### src/rtl/strip_seq_pkg.sv
package strip_seq_pkg;
  typedef enum logic {
    ST_IDLE = 1'b0,
    ST_RUN  = 1'b1
  } seq_state_e;
endpackage

### src/rtl/strip_len_calc.sv
module strip_len_calc #(
  parameter int unsigned CNT_W  = 16,
  parameter int unsigned MAX_VL = 64,
  parameter int unsigned LEN_W  = $clog2(MAX_VL + 1)
) (
  input  logic [CNT_W-1:0] total_i,
  output logic [LEN_W-1:0] first_len_o
);
  logic [CNT_W-1:0] rem_w;

  always_comb begin
    rem_w       = total_i % CNT_W'(MAX_VL);
    first_len_o = (rem_w == '0) ? LEN_W'(MAX_VL) : LEN_W'(rem_w);
  end
endmodule

### src/rtl/addr_stepper.sv
module addr_stepper #(
  parameter int unsigned ADDR_W = 24
) (
  input  logic              clk_i,
  input  logic              rst_ni,
  input  logic              load_i,
  input  logic [ADDR_W-1:0] base_i,
  input  logic [ADDR_W-1:0] stride_i,
  input  logic              adv_i,
  output logic [ADDR_W-1:0] addr_o
);
  logic [ADDR_W-1:0] addr_q, stride_q;

  always_ff @(posedge clk_i or negedge rst_ni) begin
    if (!rst_ni) begin
      addr_q   <= '0;
      stride_q <= '0;
    end else if (load_i) begin
      addr_q   <= base_i;
      stride_q <= stride_i;
    end else if (adv_i) begin
      addr_q   <= addr_q + stride_q;  // wraps modulo 2^ADDR_W
    end
  end

  assign addr_o = addr_q;


  addr_hold_chk: assert property (@(posedge clk_i) disable iff (!rst_ni)
    !load_i && !adv_i |=> $stable(addr_o));
endmodule

### src/rtl/strip_tracker.sv
module strip_tracker #(
  parameter int unsigned CNT_W  = 16,
  parameter int unsigned MAX_VL = 64,
  parameter int unsigned LEN_W  = $clog2(MAX_VL + 1),
  parameter int unsigned IDX_W  = $clog2(MAX_VL)
) (
  input  logic             clk_i,
  input  logic             rst_ni,
  input  logic             load_i,
  input  logic [CNT_W-1:0] total_i,
  input  logic [LEN_W-1:0] first_len_i,
  input  logic             adv_i,
  output logic [IDX_W-1:0] idx_o,
  output logic [LEN_W-1:0] len_o,
  output logic             last_o
);
  logic [CNT_W-1:0] rem_q;
  logic [IDX_W-1:0] idx_q;
  logic [LEN_W-1:0] len_q;
  logic             strip_end;

  assign strip_end = (LEN_W'(idx_q) == len_q - LEN_W'(1));

  always_ff @(posedge clk_i or negedge rst_ni) begin
    if (!rst_ni) begin
      rem_q <= '0;
      idx_q <= '0;
      len_q <= '0;
    end else if (load_i) begin
      rem_q <= total_i;
      idx_q <= '0;
      len_q <= first_len_i;
    end else if (adv_i) begin
      rem_q <= rem_q - CNT_W'(1);
      if (strip_end) begin
        idx_q <= '0;
        len_q <= LEN_W'(MAX_VL);
      end else begin
        idx_q <= idx_q + IDX_W'(1);
      end
    end
  end

  assign idx_o  = idx_q;
  assign len_o  = len_q;
  assign last_o = (rem_q == CNT_W'(1));


  idx_bound_chk: assert property (@(posedge clk_i) disable iff (!rst_ni)
    len_o != '0 |-> LEN_W'(idx_o) < len_o);


  full_strip_chk: assert property (@(posedge clk_i) disable iff (!rst_ni)
    adv_i && !load_i && strip_end && !last_o |=> len_o == LEN_W'(MAX_VL) && idx_o == '0);


  len_range_chk: assert property (@(posedge clk_i) disable iff (!rst_ni)
    len_o <= LEN_W'(MAX_VL));
endmodule

### src/rtl/strip_addr_seq.sv
module strip_addr_seq
  import strip_seq_pkg::*;
#(
  parameter int unsigned ADDR_W = 24,
  parameter int unsigned CNT_W  = 16,
  parameter int unsigned MAX_VL = 64,
  localparam int unsigned LEN_W = $clog2(MAX_VL + 1),
  localparam int unsigned IDX_W = $clog2(MAX_VL)
) (
  input  logic              clk_i,
  input  logic              rst_ni,
  input  logic              start_i,
  input  logic [ADDR_W-1:0] base_i,
  input  logic [ADDR_W-1:0] stride_i,
  input  logic [CNT_W-1:0]  total_i,
  input  logic              elem_ready_i,
  output logic              elem_valid_o,
  output logic [ADDR_W-1:0] elem_addr_o,
  output logic [IDX_W-1:0]  elem_idx_o,
  output logic              strip_start_o,
  output logic [LEN_W-1:0]  strip_len_o,
  output logic              done_o
);
  seq_state_e       state_q;
  logic             done_q;
  logic             idle, load, zero_go, fire, last;
  logic [LEN_W-1:0] first_len;

  assign idle    = (state_q == ST_IDLE);
  assign load    = start_i && idle && (total_i != '0);
  assign zero_go = start_i && idle && (total_i == '0);
  assign fire    = (state_q == ST_RUN) && elem_ready_i;

  strip_len_calc #(.CNT_W(CNT_W), .MAX_VL(MAX_VL), .LEN_W(LEN_W)) i_len_calc (
    .total_i    (total_i),
    .first_len_o(first_len)
  );

  addr_stepper #(.ADDR_W(ADDR_W)) i_stepper (
    .clk_i   (clk_i),
    .rst_ni  (rst_ni),
    .load_i  (load),
    .base_i  (base_i),
    .stride_i(stride_i),
    .adv_i   (fire),
    .addr_o  (elem_addr_o)
  );

  strip_tracker #(.CNT_W(CNT_W), .MAX_VL(MAX_VL), .LEN_W(LEN_W), .IDX_W(IDX_W)) i_tracker (
    .clk_i      (clk_i),
    .rst_ni     (rst_ni),
    .load_i     (load),
    .total_i    (total_i),
    .first_len_i(first_len),
    .adv_i      (fire),
    .idx_o      (elem_idx_o),
    .len_o      (strip_len_o),
    .last_o     (last)
  );

  always_ff @(posedge clk_i or negedge rst_ni) begin
    if (!rst_ni) begin
      state_q <= ST_IDLE;
      done_q  <= 1'b0;
    end else begin
      done_q <= zero_go || (fire && last);
      case (state_q)
        ST_IDLE: if (load) state_q <= ST_RUN;
        ST_RUN:  if (fire && last) state_q <= ST_IDLE;
        default: state_q <= ST_IDLE;
      endcase
    end
  end

  assign elem_valid_o  = (state_q == ST_RUN);
  assign strip_start_o = elem_valid_o && (elem_idx_o == '0);
  assign done_o        = done_q;


  stall_hold_chk: assert property (@(posedge clk_i) disable iff (!rst_ni)
    elem_valid_o && !elem_ready_i |=> elem_valid_o && $stable(elem_idx_o) && $stable(strip_len_o));


  done_excl_chk: assert property (@(posedge clk_i) disable iff (!rst_ni)
    done_o |-> !elem_valid_o);


  done_cause_chk: assert property (@(posedge clk_i) disable iff (!rst_ni)
    done_o |-> $past(elem_valid_o && elem_ready_i) || $past(start_i && total_i == '0));


  valid_rise_chk: assert property (@(posedge clk_i) disable iff (!rst_ni)
    $rose(elem_valid_o) |-> $past(start_i) && elem_idx_o == '0);
endmodule

### config.mk
export PLATFORM = sky130hd
export DESIGN_NAME = strip_addr_seq
export DESIGN_NICKNAME = d
export VERILOG_FILES = /design/src/rtl/strip_seq_pkg.sv /design/src/rtl/strip_len_calc.sv /design/src/rtl/addr_stepper.sv /design/src/rtl/strip_tracker.sv /design/src/rtl/strip_addr_seq.sv
export SDC_FILE = /design/constraint.sdc
export NUM_CORES = 1
export LEC_CHECK = 0
export BUFFER_PORTS_ARGS = -buffer_cell sky130_fd_sc_hd__buf_2
export CAP_MARGIN = 15
export CORE_ASPECT_RATIO = 2
export CORE_MARGIN = 4
export CORE_UTILIZATION = 40
export CTS_BUF_LIST = sky130_fd_sc_hd__clkbuf_4 sky130_fd_sc_hd__clkbuf_8 sky130_fd_sc_hd__clkbuf_16
export DETAILED_ROUTE_END_ITERATION = 10
export GPL_TIMING_DRIVEN = 0
export HOLD_SLACK_MARGIN = 0.02
export PLACE_DENSITY_LB_ADDON = 0.1
export SLEW_MARGIN = 20
export SYNTH_ARGS = -nofsm -noshare
export SYNTH_HDL_FRONTEND = slang
export SYNTH_SLANG_ARGS = --single-unit
export TNS_END_PERCENT = 10
### constraint.sdc
create_clock -name clk_i -period 3.65 [get_ports clk_i]
set_clock_uncertainty 0.15 [all_clocks]
set_input_delay 0.73 -clock clk_i [delete_from_list [all_inputs] [get_ports clk_i]]
set_output_delay 0.73 -clock clk_i [all_outputs]
set_load 0.05 [all_outputs]
# Word level (Yosys, flattened, before mapping)
# Index checks and enable logic that the tools add are counted.
[classes]
eq_ne = 2
mul = 0
n_addsub = 4
bitwise_logic = 1
n_lt_le_gt_ge = 0
n_mux = 14
reduce_logical = 14
n_div = 0
n_shift = 0
[ops]
columns = ["operator", "count"]
rows = [
  ["24-bit 2-to-1 mux", 2],
  ["16-bit zero test", 2],
  ["16-bit 2-to-1 mux", 2],
  ["7-bit 2-to-1 mux", 4],
  ["24-bit adder", 1],
  ["6-bit 2-to-1 mux", 3],
  ["16-bit by 1-bit == test with 1-bit output, second input constant", 1],
  ["16-bit nonzero test", 1],
  ["16-bit by 1-bit subtractor with 16-bit output, second input constant", 1],
  ["6-bit by 7-bit == test with 1-bit output", 1],
  ["7-bit by 1-bit subtractor with 7-bit output, second input constant", 1],
  ["6-bit by 1-bit adder with 6-bit output, second input constant", 1],
  ["1-bit logical AND", 6],
  ["6-bit zero test", 1],
  ["2-bit nonzero test", 2],
  ["1-bit 2-to-1 mux", 2],
  ["1-bit case mux with 2 select lines", 1],
  ["2-bit AND reduction", 1],
  ["1-bit logical OR", 1],
  ["1-bit inverter", 1],
]
[word_totals]
out_inout_bits = 40
rom_bits = 0
ram_bits = 0
latch_bits = 0
mem_count = 0
inputBits = 68
ff_bits = 79
wordCells = 42

# Longest topological paths before layout
# Gate-level depths: netlist (run 1).
[depth]
word_depth = 5
depth_mapped = 11
mapped_depth_nobuf = 11

# Hierarchy
# Synthesis (run 1) repeated with hierarchy kept, for this count alone.
[unflattened]
cells_unflattened = 542
area_unflattened_um2 = 5148.7
[by_module_without_submodules]
columns = ["mod", "instances", "seq_area_each_um2", "area_per_inst_um2", "cells_each"]
rows = [
  ["addr_stepper", 1, 1201.2, 3155.5, 331],
  ["strip_tracker", 1, 725.7, 1736.7, 187],
  ["strip_addr_seq", 1, 50.0, 212.7, 16],
  ["strip_len_calc", 1, 0.0, 43.8, 8],
]

# Least setup slack after synthesis (run 1)
# No wires, ideal clock.
[synth_timing]
kind = "flip-flop to output port"
start = "reg i_tracker.idx_q[2], in the netlist i_tracker.idx_o[2]"
end = "out strip_start_o"
required_ns = 2.770
path_stages_with_launch = 4
arrival_ns = 2.636
setup_slack_ns = 0.134
n_path_buf = 1
path_cell_list = "dfrtp_1 clkbuf_1 or4b_2 nor3b_1"
[synth_between]
elab_chain_len = 2
[synth_lines]
columns = ["item", "line_no", "rtl"]
rows = [
  ["start: declaration", "strip_tracker.sv:18", "logic [IDX_W-1:0] idx_q;"],
  ["start signal: assignment", "strip_tracker.sv:39", "idx_q <= idx_q + IDX_W'(1);"],
  ["6-bit zero test", "strip_addr_seq.sv:76", "assign strip_start_o = elem_valid_o && (elem_idx_o == '0);"],
  ["1-bit logical AND", "strip_addr_seq.sv:76", ""],
  ["end: declaration", "strip_addr_seq.sv:20", "output logic strip_start_o,"],
]
# Every way passes these cells.

# Worst setup path after layout (run 1)
[layout_timing]
start = "in total_i[2]"
end = "reg i_tracker.rem_q[11]"
[layout_between]
elab_chain_len = 3
elab_cells_between_ends = 4
cone_classes = "1 x mux; 3 x reduce/logical"
[layout_lines]
columns = ["item", "line_no", "rtl"]
rows = [
  ["start: declaration", "strip_addr_seq.sv:15", "input logic [CNT_W-1:0] total_i,"],
  ["16-bit nonzero test *", "strip_addr_seq.sv:30", "assign load = start_i && idle && (total_i != '0);"],
  ["1-bit logical AND *", "strip_addr_seq.sv:30", ""],
  ["16-bit 2-to-1 mux or 2-bit nonzero test (tied branches)", "--", ""],
  ["end signal: assignment", "strip_tracker.sv:30", "rem_q <= total_i;"],
  ["end signal: assignment", "strip_tracker.sv:34", "rem_q <= rem_q - CNT_W'(1);"],
  ["end: declaration", "strip_tracker.sv:17", "logic [CNT_W-1:0] rem_q;"],
]
# Every way passes the cells marked *; elsewhere a longest branch is shown, timed or not.
# A chain may end at the register's enable or synchronous reset.

==> results of run 1 <==
## cell families (layout without fill, tap and decap cells)
family          Yosys count  after routing  share of synthesized area (%)
simple gates            262            262                           24.1
buf+inv                  48            172                           4.39
fa+ha+maj                29             29                           7.47
compound gates          133            133                           18.4
mux                       1              1                          0.202
xor+xnor                 31             31                           5.48
flops                    79             79                           39.9
## per-layer routing
metal  GRT usage, %  wire length [um]
met5              0                 0
met4           12.8               761
met3           3.48               634
met2           41.2              8570
met1           24.8              5810
## sequential cells by signal (all words and copies together), names as in the netlist
register and flops:
i_tracker.rem_q 16, done_o 1, i_stepper.stride_q 24, i_stepper.addr_o 24
i_tracker.len_o 7, i_tracker.idx_o 6, elem_valid_o 1
## per-stage QoR
stage	utilization (%)	setup WS, ns	cells
after global routing	49.8	0.275	854
after detailed placement	47.0	0.220	838
after CTS	49.8	0.557	854
after floorplan	-	0.134	583
after global placement	46.8	0.214	837
final	49.8	0.516	854
## path summary, 6_finish.rpt
| path | startpoint | endpoint | slack [ns] | cells past startpoint |
|---|---|---|---|---|
| max reg2reg | i_stepper.addr_o[0] | i_stepper.addr_o[18] | 0.61 | 11 |
| min | rst_ni | i_tracker.idx_o[0] | 0.18 | 1 |
| max in group asynchronous | rst_ni | done_o | 2.56 | 2 |
| min reg2reg | i_stepper.stride_q[8] | i_stepper.stride_q[8] | 0.33 | 2 |
| max | total_i[2] | i_tracker.rem_q[11] | 0.52 | 9 |
| min in group clk_i | i_stepper.stride_q[8] | i_stepper.stride_q[8] | 0.33 | 2 |
## placed cells by master (no fill, tap or decap), types with 3 or more instances in the layout
master,netlist,final
nand2_1,133,133
buf_2,1,107
dfrtp_1,79,79
nor2_1,39,39
a21oi_1,29,29
ha_1,28,28
nand3_1,25,25
o21ai_1,22,22
clkbuf_1,21,21
inv_1,19,19
xnor2_1,17,17
nor3_1,15,15
xor2_1,14,14
and3_1,11,11
a21o_1,10,10
clkbuf_16,0,9
a22oi_1,8,8
a221o_1,8,8
nor4_1,7,7
o211ai_1,7,7
o21ai_0,6,6
a31oi_1,6,6
nand2b_1,5,5
nand4_1,4,4
a22o_1,4,4
nor3b_1,3,3
buf_6,3,3
or4_1,3,3
and2_1,3,3
nand3b_1,3,3
a211oi_1,3,3
o31ai_1,3,3
o21bai_1,3,3
## area by class of cell
type	instances	area [um^2]	share of cell area, %
clock inverters	5	81.3	1.35
plain buffers	29	146	2.43
clock buffers	11	246	4.09
well taps	147	184	3.05
inverters	19	71.3	1.18
repair buffers	108	566	9.38
flip-flops and latches	79	1980	32.8
multi-input cells	456	2760	45.8
## critical path, stage by stage
cell,delay (ns)
buf_2,0.11
nor4_1,0.26
nand2_1,0.16
nand4b_1,0.33
nand2_1,0.22
clkbuf_1,0.46
clkbuf_1,0.68
o211ai_1,0.19
nand3_1,0.11
## where the power goes
group          switching [mW]  leakage [nW]  total [mW]  internal [mW]
logic                    2.31          1.81        3.63           1.32
registers               0.384         0.952        1.64           1.26
clock network           0.371         0.159       0.997          0.626
==> key figures, run 1 <==
Synthesis
  – Cell taking the most area after synthesis: dfrtp_1
  – Syn nets: 680
  – Cell with the most instances after synthesis: nand2_1
  – #FFs+latches synth: 79
  – Post-synth top cells: nand2_1 (133), dfrtp_1 (79), nor2_1 (39), a21oi_1 (29), ha_1 (28)
  – Ys Warns: 0
  – Area share of the largest cell type after synthesis: 39.9%
  – Mapped Area: 0.00495 mm^2
  – Avg Inst Size Synth: 8.50 um^2
  – Seq/Total Area, Yosys: 39.9%
  – Number of distinct library cells after synthesis: 66
  – Synth area leaders: dfrtp_1 (40%), nand2_1 (10%), ha_1 (7.1%)
  – Top_reg_cell synth: dfrtp_1
  – Post-Syn Instances: 583
  – Number of flops mapped to enable cells by yosys: 0
  – Post-synthesis async set-or-reset flop share: 100%

Setup path
  – Critical path arrival: 3.26 ns
  – CP Max Fanout: 10
  – Critical path type: in2reg
  – Crit start category: input port
  – CP Capture Type: flip-flop
  – CP required: 3.78 ns

Drt
  – Initial DRC Count: 250
  – Vias per Instance: 5.60
  – Routed WL per cell: 18.5 um
  – DR pass1 iterations: 4
  – WL final: 15800 um
  – ANT nets after route: 0
  – Vias: 4785
  – Drt drc: 0

Status
  – Status: complete, no violations

Timing
  – Hold Vio Cnt, Final: 0
  – Fmax: 0.319 GHz
  – Unrepaired setup endpoints after global routing: no
  – Final setup fails: 0
  – Fin crit share: 85.9%
  – Final Hold Slack: 0.179 ns
  – Worst-margin pin slew: 0.812 ns
  – Slew Viols, Final: 0
  – Setup TNS: 0 ns
  – Minimum clock period: 3.13 ns
  – Worst slew margin: 45.9%

Placement
  – Cell Area, Placed: 0.00570 mm^2
  – Port bufs: 107
  – GPL Wtd Cong: 0.902
  – Post-DP HPWL: 12200 um

Die
  – Initial Utilization: 40.9%
  – Die Width: 86.7 um
  – Site Rows: 57
  – Number of I/O pins: 108
  – Chip height: 165 um
  – Die ar.: 0.0143 mm^2
  – Core area: 0.0121 mm^2

Clock network
  – Clock latency on the worst-skew pair: 0.34 ns
  – TritonCTS Buffers: 9
  – H-tree levels: 3
  – Clock Sink Count: 79
  – CTS tree: built
  – Setup Buffers After CTS: 0
  – Clock Path Buffers: 2
  – CTS Root Cell: clkbuf_16
  – Hold-fix buffers, CTS: 0
  – Post-CTS Resized: 0
  – Clock-pin slew on the worst setup and hold paths: 0.06 ns

Min path
  – Hold Path Class: in2async

Flow run
  – Max_cap viols: 0

Pwr
  – Total power draw: 6.26 mW
  – Pleak: 2.92 nW
  – Power Dens Cells: 1040 mW/mm^2
  – Worst VDD drop: 0.000533 V

Cells and area
  – Cell area after layout: 0.00603 mm^2
  – Layout area overhead: 21.7%
  – Nets@finish: 799
  – Filler cell count in the final layout: 1233
  – Share of cells above drive strength 1: 19.7%
  – ANT cells: 0

Global routing
  – First-pass GRT wire length: 25000 um
  – GRT Util Overall: 22.8%
  – Gr ovfl total: 0
  – Initial antenna violation count: 0
  – Largest net degree at the start of global routing: 49
  – Number of global-route vias before repair: 4935
Note: power is estimated with default switching activity, not from simulation.
==> run 2, diff against run 1 <==
--- a/config.mk
+++ b/config.mk
@@ -7,7 +7,6 @@
 export LEC_CHECK = 0
 export BUFFER_PORTS_ARGS = -buffer_cell sky130_fd_sc_hd__buf_2
 export CAP_MARGIN = 15
-export CORE_ASPECT_RATIO = 2
 export CORE_MARGIN = 4
 export CORE_UTILIZATION = 40
 export CTS_BUF_LIST = sky130_fd_sc_hd__clkbuf_4 sky130_fd_sc_hd__clkbuf_8 sky130_fd_sc_hd__clkbuf_16
==> run 2 against run 1 <==
Compared with the run above:
- worst hold slack improved by 0.010 ns
- register-to-register slack got worse by 0.08 ns
- largest power group unchanged
- critical endpoint is now i_stepper.addr_o[10]
- highest routed layer unchanged
- combinational power fell by 2%
- die area fell by 0.76%
==> key figures, run 2 (synthesis gave the netlist of run 1 again) <==
Status
  – Status: complete, no violations

Pwr
  – Pleak: 2.91 nW (-0.26%)
  – Worst VDD drop: 0.000446 V (-16%)
  – Power Dens Cells: 1020 mW/mm^2 (-1.7%)
  – Sw Pwr: 3.01 mW (-1.8%)
  – Internal: 3.17 mW (-0.95%)
  – Flop pwr share: 26.3% (about the same)
  – Total power draw: 6.18 mW (-1.4%)
  – Sw Share: 48.7% (-0.21 points)
  – Clock share of power: 16.0% (about the same)
  – Logic gate share of total power: 57.7% (-0.2 points)

Timing
  – Slew Viols, Final: 0 (unchanged)
  – Setup TNS: 0 ns (unchanged)
  – Fin crit share: 85.6% (-0.31 points)
  – Fmax: 0.320 GHz (+0.36%)
  – Worst-margin pin slew: 0.701 ns (-0.111 ns)
  – Final Hold Slack: 0.189 ns (+0.0101 ns)
  – Hold Vio Cnt, Final: 0 (unchanged)
  – Worst slew margin: 52.8% (+6.9 points)
  – Minimum clock period: 3.12 ns (-0.0112 ns)
  – Final setup fails: 0 (unchanged)
  – Unrepaired setup endpoints after global routing: no

Cells and area
  – Most frequent cells in the layout: nand2_1 (133), buf_2 (107), dfrtp_1 (79)
  – Share of cells above drive strength 1: 19.7% (unchanged)
  – Most common cell after layout, fill and taps aside: nand2_1
  – Layout area overhead: 22.2%
  – ANT cells: 0 (unchanged)
  – Nets@finish: 799 (unchanged)

Clock network
  – Post-CTS Resized: 0 (unchanged)
  – Setup Buffers After CTS: 0 (unchanged)
  – Clock latency on the worst-skew pair: 0.35 ns (about the same)
  – H-tree levels: 3 (unchanged)
  – CTS tree: built
  – Clock Sink Count: 79 (unchanged)
  – Clock-pin slew on the worst setup and hold paths: 0.07 ns (about the same)
  – CTS Root Cell: clkbuf_16
  – Clock Path Buffers: 2 (unchanged)
  – Hold-fix buffers, CTS: 0 (unchanged)
  – TritonCTS Buffers: 9 (unchanged)

Drt
  – Drt drc: 0 (unchanged)
  – ANT nets after route: 0 (unchanged)
  – Vias per Instance: 5.35 (-4.6%)
  – Routed WL per cell: 17.0 um (-7.8%)
  – Initial DRC Count: 265 (+6.0%)
  – WL final: 14900 um (-5.6%)
  – Vias: 4678 (-2.2%)
  – DR pass1 iterations: 4 (unchanged)

Die
  – Die Width: 119 um (+38%)
  – Chip height: 119 um (-28%)
  – Initial Utilization: 41.1% (+0.21 points)
  – Core area: 0.0121 mm^2 (-0.52%)
  – Number of I/O pins: 108 (unchanged)
  – Site Rows: 40 (-30%)
  – Die ar.: 0.0142 mm^2 (-0.76%)

Placement
  – Post-DP HPWL: 11100 um (-9.1%)
  – GPL Wtd Cong: 0.850 (-5.8%)
  – Port bufs: 107 (unchanged)

Setup path
  – Setup slack, reg-to-reg: 0.53 ns (-0.08 ns)
  – Crit start category: flip-flop
  – CP Max Fanout: 10 (unchanged)
  – Reg-to-Reg End: i_stepper.addr_o[10]
  – CP Capture Type: flip-flop
  – Critical path type: reg2reg
  – Critical path arrival: 3.24 ns (-0.02 ns)
  – Worst Reg-to-Reg Cells: 8 (-3)
  – Worst flop-to-flop path startpoint: elem_valid_o
  – CP required: 3.77 ns (about the same)

Flow run
  – Max_cap viols: 0 (unchanged)

Global routing
  – First-pass GRT wire length: 23900 um (-4.4%)
  – GRT Util Overall: 21.2% (-1.6 points)
  – Initial antenna violation count: 0 (unchanged)
  – Gr ovfl total: 0 (unchanged)
  – Largest net degree at the start of global routing: 46 (-6.1%)
  – Number of global-route vias before repair: 4667 (-5.4%)

Min path
  – Hold Path Class: in2async
run 2: cell types whose count changed in the layout (fill, tap and decap cells not counted):
cell        before  now
clkinv_4         1    2
clkbuf_8         2    1
clkinvlp_4       1    2
clkbuf_4         1    0
run 2: worst max path at each step:
stage / startpoint / slack [ns] / endpoint
6_report: elem_valid_o / 0.53 / i_stepper.addr_o[10]
5_1_grt: elem_valid_o / 0.33 / i_stepper.addr_o[10]
4_1_cts: elem_valid_o / 0.51 / i_stepper.addr_o[10]
3_5_place_dp: start_i / 0.20 / i_tracker.rem_q[10]
3_3_place_gp: start_i / 0.24 / i_stepper.addr_o[10]
2_1_floorplan: i_tracker.idx_o[2] / 0.13 / strip_start_o
run 2: power groups by stage:
stage,Clock (mW),Sequential [mW],Combinational [mW]
global placement,0,1.63,3.48
finish,0.988,1.63,3.56
floorplan,0,2.21,2.15
detailed placement,0,1.63,3.54
CTS,1.01,1.63,3.57
global route,1.04,1.68,3.93
run 2: layer usage:
metal	up-vias	part of all wire, %	GRT usage [%]
met4	0	1.4	7.02
met2	107	48	35.0
met5	-	0	0
met3	14	6.0	4.37
met1	2238	45	27.7
li1	2319	-	-
run 2: layout make-up:
| class | instances | area, um^2 |
|---|---|---|
| clock inverter | 7 | 97.6 |
| fill | 1212 | 6010 |
| multi-input combinational | 456 | 2760 |
| buffer | 29 | 146 |
| inverter | 19 | 71.3 |
| tap | 168 | 210 |
| clock buffer | 9 | 225 |
| sequential | 79 | 1980 |
| timing repair buffer | 108 | 566 |
run 2: stage by stage:
step           std cells  worst slack (ns)  utilization, %  instance area, um^2
2_1_floorplan        583             0.134               -                 4950
3_3_place_gp         858             0.239            47.3                 5700
3_5_place_dp         859             0.202            47.5                 5730
4_1_cts              875             0.512            50.2                 6050
5_1_grt              875             0.335            50.2                 6050
6_report             875             0.527            50.2                 6050
run 2: critical path, cell delays in order (launching register included):
cell and delay [ns]:
dfrtp_1 0.48, nor2b_1 0.15, clkbuf_1 0.39, and2_1 0.20
clkbuf_1 0.35, clkbuf_1 0.59, clkbuf_1 0.52, nand2_1 0.12
o21ai_1 0.10
